**src/rtl/pm_susp_pkg.sv**
```systemverilog
package pm_susp_pkg;

  // Control word field positions
  localparam int unsigned EN_POS   = 0;
  localparam int unsigned MODE_POS = 1;
  localparam int unsigned SPND_POS = 4;

  // Ring-length word field positions (decoded by host software)
  localparam int unsigned RX_POS = 8;
  localparam int unsigned TX_POS = 12;

  typedef enum logic {
    SEL_CTRL = 1'b0,
    SEL_RING = 1'b1
  } reg_sel_e;

  typedef struct packed {
    logic mode;
    logic en;
  } wake_cfg_t;

endpackage

```
**src/rtl/pm_rst_sync.sv**
```systemverilog
module pm_rst_sync #(
  parameter int unsigned STAGES = 2
) (
  input  logic clk,
  input  logic rst_ni,
  output logic rst_no
);

  logic [STAGES-1:0] sync_q;
  logic [STAGES-1:0] sync_d;

  always_comb begin
    sync_d = {sync_q[STAGES-2:0], 1'b1};
  end

  always_ff @(posedge clk or negedge rst_ni) begin
    if (!rst_ni) sync_q <= '0;
    else         sync_q <= sync_d;
  end

  assign rst_no = sync_q[STAGES-1];

endmodule

```
**src/rtl/pm_wake_ctl.sv**
```systemverilog
module pm_wake_ctl
  import pm_susp_pkg::*;
(
  input  logic      clk,
  input  logic      rst_ni,
  input  logic      soft_rst,
  input  logic      cfg_we,
  input  wake_cfg_t cfg_wdata,
  input  logic      sleep_pin,
  output wake_cfg_t cfg_q,
  output logic      wake_active,
  output logic      sleep_req
);

  wake_cfg_t cfg_d;
  logic      cfg_ce;

  always_comb begin
    cfg_ce = soft_rst | cfg_we;
    cfg_d  = cfg_q;
    if (soft_rst)    cfg_d = '0;
    else if (cfg_we) cfg_d = cfg_wdata;
  end

  always_ff @(posedge clk or negedge rst_ni) begin
    if (!rst_ni)     cfg_q <= '0;
    else if (cfg_ce) cfg_q <= cfg_d;
  end

  // Mode decode: with wake-mode set, the pin becomes a wake-enable source
  always_comb begin
    wake_active = cfg_q.mode & (sleep_pin | cfg_q.en);
    sleep_req   = sleep_pin & ~cfg_q.mode;
  end

  a_r1_soft_clears_cfg: assert property (@(posedge clk) disable iff (!rst_ni)
    soft_rst |=> (cfg_q == '0));

  a_r3_idle_without_mode: assert property (@(posedge clk) disable iff (!rst_ni)
    !cfg_q.mode |-> !wake_active);

  a_r3_pin_wakes: assert property (@(posedge clk) disable iff (!rst_ni)
    (cfg_q.mode && sleep_pin) |-> wake_active);

  a_r4_pin_repurposed: assert property (@(posedge clk) disable iff (!rst_ni)
    cfg_q.mode |-> !sleep_req);

endmodule

```
**src/rtl/pm_susp_hs.sv**
```systemverilog
module pm_susp_hs (
  input  logic clk,
  input  logic rst_ni,
  input  logic soft_rst,
  input  logic stop,
  input  logic req_we,
  input  logic req_wval,
  input  logic ack,
  output logic req_q,
  output logic done_q
);

  logic req_d;
  logic done_d;

  always_comb begin
    if (soft_rst || stop) begin
      req_d  = 1'b0;
      done_d = 1'b0;
    end else begin
      req_d  = req_we ? req_wval : req_q;
      done_d = req_q & (done_q | ack);
    end
  end

  always_ff @(posedge clk or negedge rst_ni) begin
    if (!rst_ni) begin
      req_q  <= 1'b0;
      done_q <= 1'b0;
    end else begin
      req_q  <= req_d;
      done_q <= done_d;
    end
  end

  a_r8_stop_clears: assert property (@(posedge clk) disable iff (!rst_ni)
    stop |=> (!req_q && !done_q));

  a_r5_stop_blocks_request: assert property (@(posedge clk) disable iff (!rst_ni)
    (stop && req_we && req_wval) |=> !req_q);

  a_r6_flag_needs_ack: assert property (@(posedge clk) disable iff (!rst_ni)
    $rose(done_q) |-> ($past(ack) && $past(req_q)));

  a_r7_flag_follows_request: assert property (@(posedge clk) disable iff (!rst_ni)
    !req_q |=> !done_q);

endmodule

```
**src/rtl/pm_ring_len.sv**
```systemverilog
module pm_ring_len
  import pm_susp_pkg::*;
#(
  parameter int unsigned DATA_W = 32,
  parameter int unsigned LEN_W  = 4
) (
  input  logic              clk,
  input  logic              rst_ni,
  input  logic              load,
  input  logic [LEN_W-1:0]  tx_in,
  input  logic [LEN_W-1:0]  rx_in,
  input  logic              rd_allow,
  output logic [DATA_W-1:0] rd_word
);

  logic [LEN_W-1:0] tx_q;
  logic [LEN_W-1:0] rx_q;

  // No reset: the fields keep their contents across every reset
  always_ff @(posedge clk) begin
    if (load) begin
      tx_q <= tx_in;
      rx_q <= rx_in;
    end
  end

  always_comb begin
    rd_word = '0;
    if (rd_allow) begin
      rd_word[TX_POS +: LEN_W] = tx_q;
      rd_word[RX_POS +: LEN_W] = rx_q;
    end
  end

  a_r10_fields_hold: assert property (@(posedge clk) disable iff (!rst_ni)
    !load |=> ($stable(tx_q) && $stable(rx_q)));

endmodule

```
**src/rtl/pm_susp_ctl.sv**
```systemverilog
module pm_susp_ctl
  import pm_susp_pkg::*;
#(
  parameter int unsigned DATA_W      = 32,
  parameter int unsigned LEN_W       = 4,
  parameter int unsigned SYNC_STAGES = 2
) (
  input  logic              clk,
  input  logic              rst_n,
  input  logic              soft_rst,
  input  logic              stop,
  input  logic              wr_en,
  input  logic              wr_sel,
  input  logic [DATA_W-1:0] wr_data,
  input  logic              rd_sel,
  output logic [DATA_W-1:0] rd_data,
  input  logic              sleep_pin,
  output logic              wake_active,
  output logic              sleep_req,
  output logic              spnd_req,
  input  logic              spnd_ack,
  input  logic              ring_load,
  input  logic [LEN_W-1:0]  ring_tx_len,
  input  logic [LEN_W-1:0]  ring_rx_len
);

  localparam int unsigned TOP_USED = TX_POS + LEN_W;

  logic             rst_int_n;
  logic             ctrl_we;
  wake_cfg_t        cfg_wdata;
  wake_cfg_t        cfg_q;
  logic             spnd_done;
  logic             ring_allow;
  logic [DATA_W-1:0] ring_word;
  logic [DATA_W-1:0] ctrl_word;
  logic             unused_wdata;

  initial begin
    if (DATA_W < TOP_USED) $error("DATA_W too narrow for ring fields");
  end

  pm_rst_sync #(.STAGES(SYNC_STAGES)) u_rst_sync (
    .clk    (clk),
    .rst_ni (rst_n),
    .rst_no (rst_int_n)
  );

  always_comb begin
    ctrl_we        = wr_en && (reg_sel_e'(wr_sel) == SEL_CTRL);
    cfg_wdata.en   = wr_data[EN_POS];
    cfg_wdata.mode = wr_data[MODE_POS];
    unused_wdata   = ^wr_data;
  end

  pm_wake_ctl u_wake (
    .clk         (clk),
    .rst_ni      (rst_int_n),
    .soft_rst    (soft_rst),
    .cfg_we      (ctrl_we),
    .cfg_wdata   (cfg_wdata),
    .sleep_pin   (sleep_pin),
    .cfg_q       (cfg_q),
    .wake_active (wake_active),
    .sleep_req   (sleep_req)
  );

  pm_susp_hs u_susp (
    .clk      (clk),
    .rst_ni   (rst_int_n),
    .soft_rst (soft_rst),
    .stop     (stop),
    .req_we   (ctrl_we),
    .req_wval (wr_data[SPND_POS]),
    .ack      (spnd_ack),
    .req_q    (spnd_req),
    .done_q   (spnd_done)
  );

  assign ring_allow = stop | spnd_done;

  pm_ring_len #(.DATA_W(DATA_W), .LEN_W(LEN_W)) u_ring (
    .clk      (clk),
    .rst_ni   (rst_int_n),
    .load     (ring_load),
    .tx_in    (ring_tx_len),
    .rx_in    (ring_rx_len),
    .rd_allow (ring_allow),
    .rd_word  (ring_word)
  );

  always_comb begin
    ctrl_word           = '0;
    ctrl_word[EN_POS]   = cfg_q.en;
    ctrl_word[MODE_POS] = cfg_q.mode;
    ctrl_word[SPND_POS] = spnd_done;
    rd_data = (reg_sel_e'(rd_sel) == SEL_RING) ? ring_word : ctrl_word;
  end

  a_r2_stop_keeps_cfg: assert property (@(posedge clk) disable iff (!rst_int_n)
    (stop && !soft_rst && !ctrl_we) |=> $stable(cfg_q));

  a_r9_blocked_read: assert property (@(posedge clk) disable iff (!rst_int_n)
    (rd_sel && !stop && !spnd_done) |-> (rd_data == '0));

endmodule

```
**config.mk**
```make
export PLATFORM = sky130hd
export DESIGN_NAME = pm_susp_ctl
export DESIGN_NICKNAME = d
export VERILOG_FILES = /design/src/rtl/pm_susp_pkg.sv /design/src/rtl/pm_rst_sync.sv /design/src/rtl/pm_wake_ctl.sv /design/src/rtl/pm_susp_hs.sv /design/src/rtl/pm_ring_len.sv /design/src/rtl/pm_susp_ctl.sv
export SDC_FILE = /design/constraint.sdc
export NUM_CORES = 1
export LEC_CHECK = 0
export ABC_AREA = 0
export CAP_MARGIN = 5
export CORE_MARGIN = 8
export CORE_UTILIZATION = 34
export DETAILED_ROUTE_END_ITERATION = 8
export HOLD_SLACK_MARGIN = 0.08
export MAX_ROUTING_LAYER = met4
export PLACE_DENSITY = 0.86
export SLEW_MARGIN = 20
export SYNTH_ARGS = -nofsm -noshare
export SYNTH_HDL_FRONTEND = slang
export SYNTH_HIERARCHICAL = 1
export SYNTH_SLANG_ARGS = --single-unit
```
**constraint.sdc**
```tcl
create_clock -name clk -period 3.3 [get_ports clk]
set_input_delay 0.66 -clock clk [delete_from_list [all_inputs] [get_ports clk]]
set_output_delay 0.66 -clock clk [all_outputs]
set_load 0.005 [all_outputs]
```
==> results_dict.tcl, run 1 <==
set metrics [dict create \
    fmax_ghz 0.338 \
    synth_cell_type_count 17 \
    drt_iter0_markers 4 \
    area_growth_syn_to_layout_pct 31.8 \
    ir_drop_mv 0.218 \
    status "finished clean" \
    portBuffers 34 \
    crit_type "primary input to output port" \
    cts_resized 0 \
    synth-seq-area-share 0.404 \
    cp_num_buf_inv 2 \
    io_pins 85 \
    dr.pass1.iters 2 \
    path_depth 3 \
    relSlewSlack 0.663 \
    comb_power_share 0.229 \
    root_buffer "clkbuf_4" \
    cts_buffers 3 \
    cts_setup_buffers 0 \
    seqPwrFrac 0.526 \
    yosys-top-cells-area "edfxtp_1, buf_4, and2_1, dfrtp_1, and2_2" \
    setup_viol 0 \
    tns_ps 0 \
    synth_edf_count 8 \
    gp_congestion 0.680 \
    die_h_um 69.3 \
    synth-warning-count 6 \
    final_max_slew_viol_count 0 \
    clk_latency_ps 270 \
    grt_pass1_wl_mm 3.15 \
    ys.flop_type "edfxtp_1" \
    crit_chain "clkdlybuf4s50_1 -> mux2_2 -> clkdlybuf4s50_1" \
    htree_levels 1 \
    critPathSlowestCell "clkdlybuf4s50_1" \
    async_reset_ff_frac 0.429 \
    antenna_found_initial 0 \
    crit_required_ps 2640 \
    hold_violations 0 \
    routed_wl_mm 1.87 \
    r2r-start "u_rst_sync/sync_q[1]" \
    path_clk_slew_ps 70 \
    grt.total_usage 0.0814 \
    crit_family "buffers and inverters" \
    yosys-top-cells-count "and2_1, buf_4, and2_2" \
    cp_slowest_stage_delay_ps 780 \
    rsz0062_at_grt "false" \
    drive_above_1_share 0.137 \
    endpoint_kind "output port" \
    endpoint "rd_data[0]" \
    crit_path_start "rd_sel" \
    worstRegToRegCells 1 \
    switching_share 0.222 \
    cts_max_path_buffers 2 \
    fin_crit_sh 0.896 \
    viasPerCell 3.98 \
    ys_ff_latch 14 \
    yosysTopAreaCell "edfxtp_1" \
    cp_max_fo 16 \
    initial_core_util 0.354 \
    num_rows 19 \
    synth_top_area_share 0.248 \
    dieArea_um2 4810 \
    cts_tree "done" \
    critPathLaunchType "primary input" \
    holdBufCountCts 1 \
    powerDensity_nw_per_um2 298 \
    holdCritPathClass "register to register" \
    worstPathArrival_ps 2300 \
    total_power_uw 380 \
    ff2ff_setup_slack_ps 2530 \
    max-cap-violations 0 \
    synth_area_um2 967 \
    grt_pass1_vias 711 \
    dp_hpwl_mm 1.69 \
    finClkSkew_ps 0.314 \
    drc 0 \
    leakage_nw 0.542 \
    worstReg2RegEnd "u_wake/cfg_q[1]" \
    dp_slack_ps 310 \
    cts_num_sinks 14 \
    grt_overflow 0 \
    via_count 644 \
    tightest_slew_ps 504 \
    wl_per_cell_um 11.6 \
    fillers 240 \
    fin_nets 182 \
    intPower_uw 296 \
    crit_top_cell "clkdlybuf4s50_1" \
    grt_max_degree 18 \
    worst_hold_slack_ps 358 \
    avgSynthCellArea_um2 10.2 \
    period_minus_slack_ps 2960 \
    p_clk_frac 0.246 \
    yosysMostFrequentCell "and2_1" \
    drtAntennaViolNets 0 \
    power_switching_uw 84.6 \
    n_antenna_cell 0 \
    die_x_um 69.3 \
    post-route-worst-setup-slack_ps 344 \
    coreArea_um2 2730 \
    synthCells 95 \
]
## final cells by class
class	instances	area, um^2	area share
clock buffers	3	22.5	0.0177
clock inverters	1	3.75	0.00294
multi-input cells	77	462	0.362
flip-flops and latches	14	390	0.306
well taps	31	38.8	0.0304
repair buffers	36	358	0.281
## metal layers
metal / share of wire / GRT usage / vias up
li1: - / - / 325
met1: 0.34 / 0.0655 / 279
met2: 0.52 / 0.142 / 37
met3: 0.12 / 0.0472 / 3
met4: 0.019 / 0.0433 / 0
met5: 0 / - / -
## sequential cells by signal, summed over array words and instances (netlist names)
register,cells
u_susp/done_q,1
u_ring/rx_q,4
u_susp/req_q,1
u_rst_sync/sync_q,2
u_wake/cfg_q,2
u_ring/tx_q,4
## kinds of logic (layout without fill, tap and decap cells)
| kind of cell | after synthesis | count (layout) | synth area share |
|---|---|---|---|
| compound gates | 1 | 1 | 0.00776 |
| buf+inv | 27 | 40 | 0.208 |
| flops | 14 | 14 | 0.404 |
| mux | 6 | 6 | 0.0699 |
| other cells | 2 | 25 | 0.00776 |
| simple gates | 45 | 45 | 0.303 |
## cells in the final DEF, fill, tap and decap left out, drive strengths merged, types with 2 or more instances in the layout
cell / count
clkdlybuf4s50: 34
and2: 37
mux2i: 3
clkbuf: 3
nor2: 3
nor2b: 2
mux2: 3
conb: 25
dfrtp: 6
edfxtp: 8
## power groups by stage
stage | registers, mW | clock network, mW | logic (mW)
6_report | 0.200 | 0.0935 | 0.0869
5_1_grt | 0.201 | 0.107 | 0.0965
4_1_cts | 0.200 | 0.0995 | 0.0860
3_5_place_dp | 0.205 | 0 | 0.0840
3_3_place_gp | 0.204 | 0 | 0.0817
2_1_floorplan | 0.203 | 0 | 0.0575
## through the flow
stage | cell area, um^2 | instances | utilization
floorplan | 1050 | 118 | -
global placement | 1240 | 157 | 0.453
detailed placement | 1240 | 157 | 0.453
CTS | 1270 | 162 | 0.466
global route | 1270 | 162 | 0.466
finish | 1270 | 162 | 0.466
## worst min-delay path by stage
stage,to,start,cells past startpoint
3_3_place_gp,u_susp/done_q,u_rst_sync/sync_q[1],0
3_5_place_dp,u_susp/req_q,u_rst_sync/sync_q[1],0
2_1_floorplan,u_susp/done_q,u_rst_sync/sync_q[1],0
4_1_cts,u_rst_sync/sync_q[1],u_rst_sync/sync_q[0],0
5_1_grt,u_rst_sync/sync_q[1],u_rst_sync/sync_q[0],0
6_report,u_rst_sync/sync_q[1],u_rst_sync/sync_q[0],0
No activity file was read; power rests on OpenSTA's default activity.
==> run 2, diff against run 1 <==
--- a/config.mk
+++ b/config.mk
@@ -13,7 +13,7 @@
 export HOLD_SLACK_MARGIN = 0.08
 export MAX_ROUTING_LAYER = met4
 export PLACE_DENSITY = 0.86
-export SLEW_MARGIN = 20
+export SLEW_MARGIN = 25
 export SYNTH_ARGS = -nofsm -noshare
 export SYNTH_HDL_FRONTEND = slang
 export SYNTH_HIERARCHICAL = 1
==> results of run 2 <==
Final layout, timing and power as in run 1 (identical DEF).
